**src/rtl/mch_rep_pkg.sv**
```systemverilog
package mch_rep_pkg;

    localparam int unsigned SYNC_STAGES = 2;

    typedef struct packed {
        logic [SYNC_STAGES-1:0] se;
        logic [SYNC_STAGES-1:0] one;
        logic [SYNC_STAGES-1:0] zero;
        logic                   lvl;
    } front_st_t;

    // Level decode: single-ended passes straight through; the pair resolves
    // to a level only when its lines disagree, otherwise the old level stays.
    function automatic logic pick_level(input logic use_pair,
                                        input logic se,
                                        input logic one,
                                        input logic zero,
                                        input logic held);
        logic r;
        if (!use_pair)          r = se;
        else if (one && !zero)  r = 1'b1;
        else if (!one && zero)  r = 1'b0;
        else                    r = held;
        return r;
    endfunction

endpackage

```
**src/rtl/mch_rep_front.sv**
```systemverilog
module mch_rep_front
    import mch_rep_pkg::*;
(
    input  logic clk,
    input  logic rst_n,
    input  logic diff_sel,
    input  logic se_in,
    input  logic one_in,
    input  logic zero_in,
    output logic lvl_o
);

    front_st_t st_d, st_q;

    generate
        if (SYNC_STAGES > 1) begin : g_chain
            always_comb begin
                st_d      = st_q;
                st_d.se   = {st_q.se[SYNC_STAGES-2:0],   se_in};
                st_d.one  = {st_q.one[SYNC_STAGES-2:0],  one_in};
                st_d.zero = {st_q.zero[SYNC_STAGES-2:0], zero_in};
                st_d.lvl  = pick_level(diff_sel,
                                       st_q.se[SYNC_STAGES-1],
                                       st_q.one[SYNC_STAGES-1],
                                       st_q.zero[SYNC_STAGES-1],
                                       st_q.lvl);
            end
        end else begin : g_single
            always_comb begin
                st_d      = st_q;
                st_d.se   = se_in;
                st_d.one  = one_in;
                st_d.zero = zero_in;
                st_d.lvl  = pick_level(diff_sel, st_q.se[0], st_q.one[0],
                                       st_q.zero[0], st_q.lvl);
            end
        end
    endgenerate

    always_ff @(posedge clk or negedge rst_n) begin
        if (!rst_n) st_q <= '0;
        else        st_q <= st_d;
    end

    assign lvl_o = st_q.lvl;

endmodule

```
**src/rtl/mch_rep_delay.sv**
```systemverilog
module mch_rep_delay #(
    parameter int unsigned DEPTH_HI = 16,
    parameter int unsigned DEPTH_LO = 8
) (
    input  logic clk,
    input  logic rst_n,
    input  logic speed_hi,
    input  logic din,
    output logic tap_o
);

    typedef struct packed {
        logic [DEPTH_HI-1:0] taps;
    } dly_st_t;

    dly_st_t st_d, st_q;

    always_comb begin
        st_d      = st_q;
        st_d.taps = {st_q.taps[DEPTH_HI-2:0], din};
    end

    always_ff @(posedge clk or negedge rst_n) begin
        if (!rst_n) st_q <= '0;
        else        st_q <= st_d;
    end

    assign tap_o = speed_hi ? st_q.taps[DEPTH_HI-1] : st_q.taps[DEPTH_LO-1];

endmodule

```
**src/rtl/mch_rep_txout.sv**
```systemverilog
module mch_rep_txout #(
    parameter int unsigned HALF_HI = 16,
    parameter int unsigned HALF_LO = 8
) (
    input  logic clk,
    input  logic rst_n,
    input  logic speed_hi,
    input  logic cts_n,
    input  logic tap_i,
    output logic tx_one,
    output logic tx_zero,
    output logic tx_clk2x
);

    localparam int unsigned PW = $clog2(HALF_HI);

    typedef struct packed {
        logic          lvl;
        logic [PW-1:0] phase;
        logic          one;
        logic          zero;
        logic          ck;
    } tx_st_t;

    tx_st_t st_d, st_q;

    logic [PW-1:0] last_phase;
    logic [PW:0]   high_len;
    logic          en;

    always_comb begin
        last_phase = speed_hi ? PW'(HALF_HI - 1) : PW'(HALF_LO - 1);
        high_len   = speed_hi ? (PW+1)'(HALF_HI / 2) : (PW+1)'(HALF_LO / 2);
        en         = !cts_n;

        st_d     = st_q;
        st_d.lvl = tap_i;
        if (tap_i != st_q.lvl)           st_d.phase = '0;
        else if (st_q.phase >= last_phase) st_d.phase = '0;
        else                             st_d.phase = st_q.phase + 1'b1;

        st_d.one  = en && tap_i;
        st_d.zero = en && !tap_i;
        st_d.ck   = en && ({1'b0, st_d.phase} < high_len);
    end

    always_ff @(posedge clk or negedge rst_n) begin
        if (!rst_n) st_q <= '0;
        else        st_q <= st_d;
    end

    assign tx_one   = st_q.one;
    assign tx_zero  = st_q.zero;
    assign tx_clk2x = st_q.ck;

endmodule

```
**src/rtl/mch_repeater.sv**
```systemverilog
module mch_repeater #(
    parameter int unsigned OVS_LO = 16
) (
    input  logic clk,
    input  logic rst_n,
    input  logic speed_hi,
    input  logic diff_sel,
    input  logic se_in,
    input  logic one_in,
    input  logic zero_in,
    input  logic cts_n,
    output logic tx_one,
    output logic tx_zero,
    output logic tx_clk2x
);

    localparam int unsigned HALF_LO = OVS_LO / 2;
    localparam int unsigned HALF_HI = OVS_LO;

    logic lvl_w;
    logic tap_w;

    mch_rep_front u_front (
        .clk      (clk),
        .rst_n    (rst_n),
        .diff_sel (diff_sel),
        .se_in    (se_in),
        .one_in   (one_in),
        .zero_in  (zero_in),
        .lvl_o    (lvl_w)
    );

    mch_rep_delay #(
        .DEPTH_HI (HALF_HI),
        .DEPTH_LO (HALF_LO)
    ) u_delay (
        .clk      (clk),
        .rst_n    (rst_n),
        .speed_hi (speed_hi),
        .din      (lvl_w),
        .tap_o    (tap_w)
    );

    mch_rep_txout #(
        .HALF_HI (HALF_HI),
        .HALF_LO (HALF_LO)
    ) u_tx (
        .clk      (clk),
        .rst_n    (rst_n),
        .speed_hi (speed_hi),
        .cts_n    (cts_n),
        .tap_i    (tap_w),
        .tx_one   (tx_one),
        .tx_zero  (tx_zero),
        .tx_clk2x (tx_clk2x)
    );

endmodule

```
**config.mk**
```make
export PLATFORM = sky130hd
export DESIGN_NAME = mch_repeater
export DESIGN_NICKNAME = d
export VERILOG_FILES = /design/src/rtl/mch_rep_pkg.sv /design/src/rtl/mch_rep_front.sv /design/src/rtl/mch_rep_delay.sv /design/src/rtl/mch_rep_txout.sv /design/src/rtl/mch_repeater.sv
export SDC_FILE = /design/constraint.sdc
export NUM_CORES = 1
export LEC_CHECK = 0
export CAP_MARGIN = 0
export CORE_AREA = 4 4 49 51
export CTS_BUF_LIST = sky130_fd_sc_hd__clkbuf_4 sky130_fd_sc_hd__clkbuf_8 sky130_fd_sc_hd__clkbuf_16
export DETAILED_ROUTE_END_ITERATION = 10
export DIE_AREA = 0 0 53 55
export GPL_TIMING_DRIVEN = 0
export PLACE_DENSITY = 0.79
export RECOVER_POWER = 50
export REMOVE_ABC_BUFFERS = 1
export SYNTH_ARGS = -nofsm -noshare
export SYNTH_HDL_FRONTEND = slang
export SYNTH_SLANG_ARGS = --single-unit
```
**constraint.sdc**
```tcl
create_clock -name clk -period 2.1 [get_ports clk]
set_input_delay 0.21 -clock clk [delete_from_list [all_inputs] [get_ports clk]]
set_output_delay 0.21 -clock clk [all_outputs]
set_load 0.01 [all_outputs]
```
==> results by group, run 1 <==
Floorplan
  – Die Area: approximately 2900 um^2
  – Initial Util: 50.19%
  – I/O pin total: 11
  – FP Rows: 16
  – Core Footprint: 1942 um^2
  – Die Ht: ~55 um
  – Die X: roughly 53 um

Worst setup path
  – CP arrival: ~2.1 ns
  – CP cell instances: clkdlybuf4s50_1 > inv_1 > ha_1 > nor2b_1 > mux2i_1 > nor4_2 > ha_1 > a211oi_1
  – Critical path class: input port to flop
  – Top delay family on crit path: buffers and inverters
  – Crit. End Element: flop
  – Stages on the worst setup path: 8
  – Critical path required time: around 2.3 ns
  – CP max-delay cell: clkdlybuf4s50_1
  – Max FO, Critical Path: 4
  – Crit path largest cell delay: approximately 0.50 ns
  – Worst setup SP type: input port
  – Most used cell, CP: ha_1
  – R2r worst-path depth: 6
  – Worst path buffer plus inverter count: 2

Synth
  – Syn avg cell area: between 15 and 20 um^2
  – Post-synthesis cell count: 58
  – Yosys reg bits: 31
  – Cell Area, Synth: 974.7 um^2
  – Yosys warns: 0
  – Sequential area share after synthesis: ~80%
  – Post-synth cell types: 20

Power and ir drop
  – Sw Ratio: approximately 22%
  – P_int: approximately 0.001 W
  – Clock power frac: 36.3%
  – Part of the power in registers: between 50% and 60%
  – Cell Pwr Density: about 1100 nW/um^2
  – Combinational Power Share: 8.9%
  – Switching Power: about 0.00028 W
  – Max VDD drop: between 0.5 and 0.6 mV
  – Static leakage: ~0.55 nW

Layout
  – Layout Cells excl Fill: approximately 100
  – # diodes: 0
  – Nets@finish: 87
  – Ratio of cells with drive above 1 in the final layout: 12.99%
  – Storage cell area: 775.7 um^2
  – Area growth syn-to-layout: 22.59%
  – # fillers: 155
  – Area of the multi-input gates: 183.9 um^2
  – Design Area, Final: ~1200 um^2

Timing
  – RSZ-0062 raised after global routing: false
  – Setup violators final: 0
  – Final min period: about 1.9 ns
  – Fin crit share: 91.15%
  – Worst slew pin tran: 1.548 ns
  – Max-slew violations: 32
  – Clock Skew: 0.005031 ns
  – Fmax: around 520 MHz
  – Relative slew slack: -3.169%
  – Final Hold Vio Count: 0
  – Final setup TNS: 0 ns

Global routing
  – Total gr overflow: 0
  – Antenna violations before repair: 0
  – Global-route wire length before repair: roughly 2.3 mm
  – Vias in the first global route: ~530
  – Total GRT Usage: approximately 13%
  – Largest net degree at the start of global routing: 32

CTS
  – TritonCTS clock tree: done
  – Post-CTS setup buffer count: 0
  – Post_cts resized: 0
  – CTS max path bufs: 2
  – CTS root buffer: clkbuf_4
  – CTS clock-pin slew for the worst setup and hold paths: approximately 0.090 ns
  – Total CTS buffers: 5
  – H-tree depth: 2
  – Clk sink count: 31
  – Worst skew pair latency: 0.31 ns

Outcome
  – Failing checks: capacitance limit, slew limit
  – Status: finished, violations left

Drt
  – Drt total wl: ~1.4 mm
  – First-pass DRT Iterations: 3
  – Wirelength per Cell: roughly 13 um
  – Vias/cell: approximately 4.7
  – Drt drc: 0
  – Routed Antenna Nets: 0
  – DR iter-0 viols: 5
  – Via count: 493

Placed design
  – Port bufs: 10
  – HPWL after DPL: just over 900 um
  – Routability cong.: between 0.7 and 0.8
  – Placement Cell Area: approximately 1100 um^2
  – Post-placement cell count: between 90 and 100

Job
  – MaxCap Viol Count: 1

Worst hold path
  – Hold crit path type: flop to flop
  – Hold depth: 0
-- sequential cells by signal (all words and copies together), names as in the netlist --
name           flops
u_delay.st_q      16
u_front.lvl_o      1
u_front.st_d       3
u_front.st_q       3
u_tx.st_q          5
u_tx.tx_clk2x      1
u_tx.tx_one        1
u_tx.tx_zero       1
-- worst reg2reg max path, stage by stage (launching register included) --
cell and delay [ns]:
dfrtp_1 0.42, ha_1 0.23, nor2b_1 0.13, mux2i_1 0.16
nor4_2 0.35, ha_1 0.28, a211oi_1 0.20
-- layout by cell type (no fill, tap or decap), drive strengths merged --
cell type	synthesis	routed
a211oi	1	1
a21oi	1	1
and4	1	1
bufinv	0	1
clkbuf	0	7
clkdlybuf4s50	0	6
clkinv	0	1
dfrtp	31	31
dlygate4sd3	0	4
ha	3	3
inv	3	3
maj3	1	1
mux2	1	1
mux2i	2	2
nand2	1	1
nand3	1	1
nor2	5	5
nor2b	1	1
nor3b	1	1
nor4	1	1
o21ai	1	1
o31ai	1	1
xnor2	1	1
xor2	1	1
-- logic make-up after synthesis --
| family | after synthesis | synth area share (%) |
|---|---|---|
| AO/OA/AOI/OAI | 4 | 2.567 |
| buffers and inverters | 3 | 1.155 |
| adder cells (fa/ha/maj) | 4 | 4.879 |
| XOR/XNOR | 2 | 1.798 |
| AND/OR/NAND/NOR | 11 | 6.418 |
| flip-flops | 31 | 79.59 |
| multiplexers | 3 | 3.594 |
-- per-layer routing --
metal | part of all wire, % | vias up | track usage (%)
li1 | - | 231 | -
met1 | 41 | 246 | 13.83
met2 | 51 | 14 | 19.63
met3 | 6.4 | 2 | 6.702
met4 | 1.1 | 0 | 7.660
met5 | 0 | - | 0
-- layout make-up --
type / instances / area share, %
flip-flops and latches: 31 / 64.92
well taps: 27 / 2.827
repair buffers: 11 / 8.691
inverters: 3 / 0.9424
clock inverters: 2 / 2.932
multi-input cells: 24 / 15.39
clock buffers: 6 / 4.293
-- path summary, 6_finish.rpt --
| path | start | endpoint | slack, ns |
|---|---|---|---|
| setup reg to reg | u_tx.st_q[6]$_DFF_PN0_ | u_tx.tx_clk2x$_DFF_PN0_ | 0.25 |
| hold / removal | u_front.st_d[2]$_DFF_PN0_ | u_front.st_q[2]$_DFF_PN0_ | 0.35 |
| min in group asynchronous | rst_n | u_delay.st_q[7]$_DFF_PN0_ | 0.81 |
| setup / recovery | speed_hi | u_tx.tx_clk2x$_DFF_PN0_ | 0.19 |
| hold reg to reg | u_front.st_d[2]$_DFF_PN0_ | u_front.st_q[2]$_DFF_PN0_ | 0.35 |
| max in group asynchronous | rst_n | u_front.st_q[2]$_DFF_PN0_ | 0.39 |
-- cells in the mapped netlist, drive strengths merged --
cell     n  share of area [%]
dfrtp   31                 80
nor2b    1               0.64
mux2     1                1.2
o31ai    1               0.77
nor3b    1               0.77
xor2     1               0.90
xnor2    1               0.90
mux2i    2                2.4
and4     1               0.90
a21oi    1               0.51
maj3     1                1.0
nand2    1               0.38
nand3    1               0.51
o21ai    1               0.51
nor2     5                1.9
nor4     1                1.3
a211oi   1               0.77
inv      3                1.2
ha       3                3.9
-- power groups by stage --
stage | combinational, W | clock [W] | sequential [W]
2_1_floorplan | 0.0000645 | 0 | 0.000701
3_3_place_gp | 0.000110 | 0 | 0.000704
3_5_place_dp | 0.000114 | 0 | 0.000709
4_1_cts | 0.000119 | 0.000485 | 0.000700
5_1_grt | 0.000130 | 0.000516 | 0.000707
6_report | 0.000113 | 0.000464 | 0.000699
-- what timing repair did --
action,CTS,global route
endpoints found under the setup margin,0,0
hold buffers,0,1
hold endpoints to repair,0,31
-- per-stage QoR --
stage               total power [W]  hold WS [ns]  worst slack (ns)  util [%]
floorplan                 0.0007654      -0.08559            0.4592         -
global placement          0.0008138        0.3320           -0.1030     57.09
detailed placement        0.0008235        0.3365           -0.1406     57.09
CTS                        0.001304        0.3161            0.1531     61.53
global route               0.001353        0.3661           0.06280     61.53
finish                     0.001276        0.3547            0.1859     61.53
No activity file was read; power rests on OpenSTA's default activity.
==> run 2: changes to the inputs <==
--- a/config.mk
+++ b/config.mk
@@ -6,13 +6,13 @@
 export NUM_CORES = 1
 export LEC_CHECK = 0
 export CAP_MARGIN = 0
-export CORE_AREA = 4 4 49 51
-export CTS_BUF_LIST = sky130_fd_sc_hd__clkbuf_4 sky130_fd_sc_hd__clkbuf_8 sky130_fd_sc_hd__clkbuf_16
+export CORE_AREA = 4 4 46 48
+export CTS_BUF_LIST = sky130_fd_sc_hd__clkbuf_8 sky130_fd_sc_hd__clkbuf_16
 export DETAILED_ROUTE_END_ITERATION = 10
-export DIE_AREA = 0 0 53 55
+export DIE_AREA = 0 0 50 52
+export DONT_BUFFER_PORTS = 1
 export GPL_TIMING_DRIVEN = 0
-export PLACE_DENSITY = 0.79
-export RECOVER_POWER = 50
+export PLACE_DENSITY = 0.8
 export REMOVE_ABC_BUFFERS = 1
 export SYNTH_ARGS = -nofsm -noshare
 export SYNTH_HDL_FRONTEND = slang
==> run 2 against run 1 <==
The flow now finishes without violations. Combinational power is 13% lower. Sequential cell count stayed put. Wire length fell by 3.2%. Count of clock-buffer cells in the layout shrank 1. Cell area decreased by 3.9%. Via count down 3.0%. Cell count down 8.7%. Global-route usage decreased by 0.18 points. Sequential share of layout area increased by 2.6 points. Largest cell class unchanged. Largest power group unchanged.
==> results by group, run 2 (synthesis gave the netlist of run 1 again) <==
Power and ir drop
  – Cell Pwr Density: around 1000 nW/um^2
  – Final Power: ~0.0012 W
  – Max VDD drop: between 0.6 and 0.7 mV
  – Combinational Power Share: under 10%
  – Static leakage: between 0.5 and 0.6 nW
  – Part of the power in registers: between 50% and 60%
  – P_int: between 0.0009 and 0.001 W
  – Sw Ratio: a little under a quarter
  – Switching Power: between 0.0002 and 0.0003 W
  – Clock power frac: 32.9%

Layout
  – # diodes: 0
  – Max FFs per register: 16
  – Most common cell after layout, fill and taps aside: dfrtp_1
  – Largest registers: u_delay.st_q x16, u_tx.st_q x5
  – Nets@finish: between 80 and 90
  – Most frequent cells in the layout: dfrtp_1, nor2_1, clkbuf_8, dlygate4sd3_1, inv_1
  – Ratio of cells with drive above 1 in the final layout: 12.86%
  – Largest Register: u_delay.st_q
  – Area growth syn-to-layout: 17.84%
  – Design Area, Final: about 1100 um^2

CTS
  – CTS clock-pin slew for the worst setup and hold paths: 0.06 ns
  – Clk sink count: 31
  – CTS max path bufs: 2
  – CTS root buffer: clkbuf_8
  – Worst skew pair latency: between 0.2 and 0.3 ns
  – Post_cts resized: 0
  – TritonCTS clock tree: done
  – Total CTS buffers: 5
  – Hold_buf cts: 6
  – Post-CTS setup buffer count: 0
  – H-tree depth: 2

Drt
  – Drt drc: 0
  – First-pass DRT Iterations: 4
  – Via count: around 480
  – Drt total wl: between 1 and 1.5 mm
  – Vias/cell: between 5 and 6
  – Wirelength per Cell: approximately 14 um
  – DR iter-0 viols: 8
  – Routed Antenna Nets: 0

Global routing
  – Antenna violations before repair: 0
  – Largest net degree at the start of global routing: 32
  – Vias in the first global route: 527
  – Total GRT Usage: about 13%
  – Global-route wire length before repair: approximately 2.2 mm
  – Total gr overflow: 0

Timing
  – Fmax: between 500 and 600 MHz
  – RSZ-0062 raised after global routing: false
  – Relative slew slack: a little over 70%
  – Fin crit share: slightly below 90%
  – Final setup TNS: 0 ns
  – Worst slew pin tran: between 0.4 and 0.5 ns
  – Setup violators final: 0
  – Clock Skew: 0.003198 ns
  – Final min period: approximately 1.8 ns
  – Final Hold Vio Count: 0
  – Max-slew violations: 0

Floorplan
  – Core Footprint: 1708 um^2
  – Die Ht: 52 um
  – I/O pin total: 11
  – FP Rows: 15
  – Die X: 50 um
  – Initial Util: 57.07%
  – Die Area: about 2600 um^2

Worst setup path
  – Crit. End Element: flop
  – Worst setup SP type: flop
  – Critical path required time: 2.28 ns
  – Critical path class: flop to flop
  – Max FO, Critical Path: 4
  – CP arrival: ~2.0 ns

Outcome
  – Status: complete, no violations

Placed design
  – Routability cong.: between 0.8 and 0.9
  – HPWL after DPL: around 800 um
  – Port bufs: 0
  – Placement Cell Area: ~1000 um^2

Worst hold path
  – Hold crit path type: input port to flop

Job
  – MaxCap Viol Count: 0
## run 2: area by class of cell
type / count / area, um^2
Fill cell: 119 / 559.3
Clock inverter: 1 / 3.754
Multi-Input combinational cell: 24 / 187.7
Clock buffer: 5 / 68.82
Tap cell: 25 / 31.28
Sequential cell: 31 / 775.7
Timing Repair Buffer: 6 / 70.07
Inverter: 3 / 11.26
## run 2: critical path, cell delays in order, from the launching register on
cell,delay [ns]
dfrtp_1,0.41
ha_1,0.23
nor2b_1,0.12
mux2i_1,0.16
nor4_2,0.34
ha_1,0.28
a211oi_1,0.20
## run 2: metrics by stage
| stage | util (%) | cells | setup slack, ns | hold WS (ns) |
|---|---|---|---|---|
| 2_1_floorplan | - | 58 | 0.4592 | -0.08559 |
| 3_3_place_gp | 58.90 | 83 | 0.3378 | -0.08483 |
| 3_5_place_dp | 58.90 | 83 | 0.2693 | -0.08486 |
| 4_1_cts | 67.25 | 95 | 0.2477 | 0.09529 |
| 5_1_grt | 67.25 | 95 | 0.09673 | 0.09574 |
| 6_report | 67.25 | 95 | 0.2723 | 0.1006 |
## run 2: per-layer routing
metal | track usage (%) | part of all wire [%] | up-vias
met3 | 6.017 | 8.0 | 3
met2 | 20.00 | 49 | 16
li1 | - | - | 215
met5 | 0 | 0 | -
met4 | 10.14 | 2.1 | 0
met1 | 12.21 | 41 | 244
## run 2: path summary, 6_finish.rpt
kind	start	endpoint	slack (ns)	cells after the start
setup / recovery	u_tx.st_q[6]$_DFF_PN0_	u_tx.tx_clk2x$_DFF_PN0_	0.27	6
hold / removal	diff_sel	u_front.lvl_o$_DFFE_PN0P_	0.10	1
setup reg to reg	u_tx.st_q[6]$_DFF_PN0_	u_tx.tx_clk2x$_DFF_PN0_	0.27	6
hold reg to reg	u_front.st_d[4]$_DFF_PN0_	u_front.st_q[4]$_DFF_PN0_	0.35	0
max in group asynchronous	rst_n	u_front.st_q[6]$_DFF_PN0_	1.57	2
min in group asynchronous	rst_n	u_tx.tx_one$_DFF_PN0_	0.37	2
## run 2: power groups by stage
| stage | logic (W) | registers, W | clock network, W |
|---|---|---|---|
| 3_5_place_dp | 0.0000740 | 0.000712 | 0 |
| 2_1_floorplan | 0.0000645 | 0.000701 | 0 |
| 5_1_grt | 0.000112 | 0.000711 | 0.000430 |
| 3_3_place_gp | 0.0000721 | 0.000708 | 0 |
| 6_report | 0.0000979 | 0.000706 | 0.000394 |
| 4_1_cts | 0.0000982 | 0.000706 | 0.000408 |
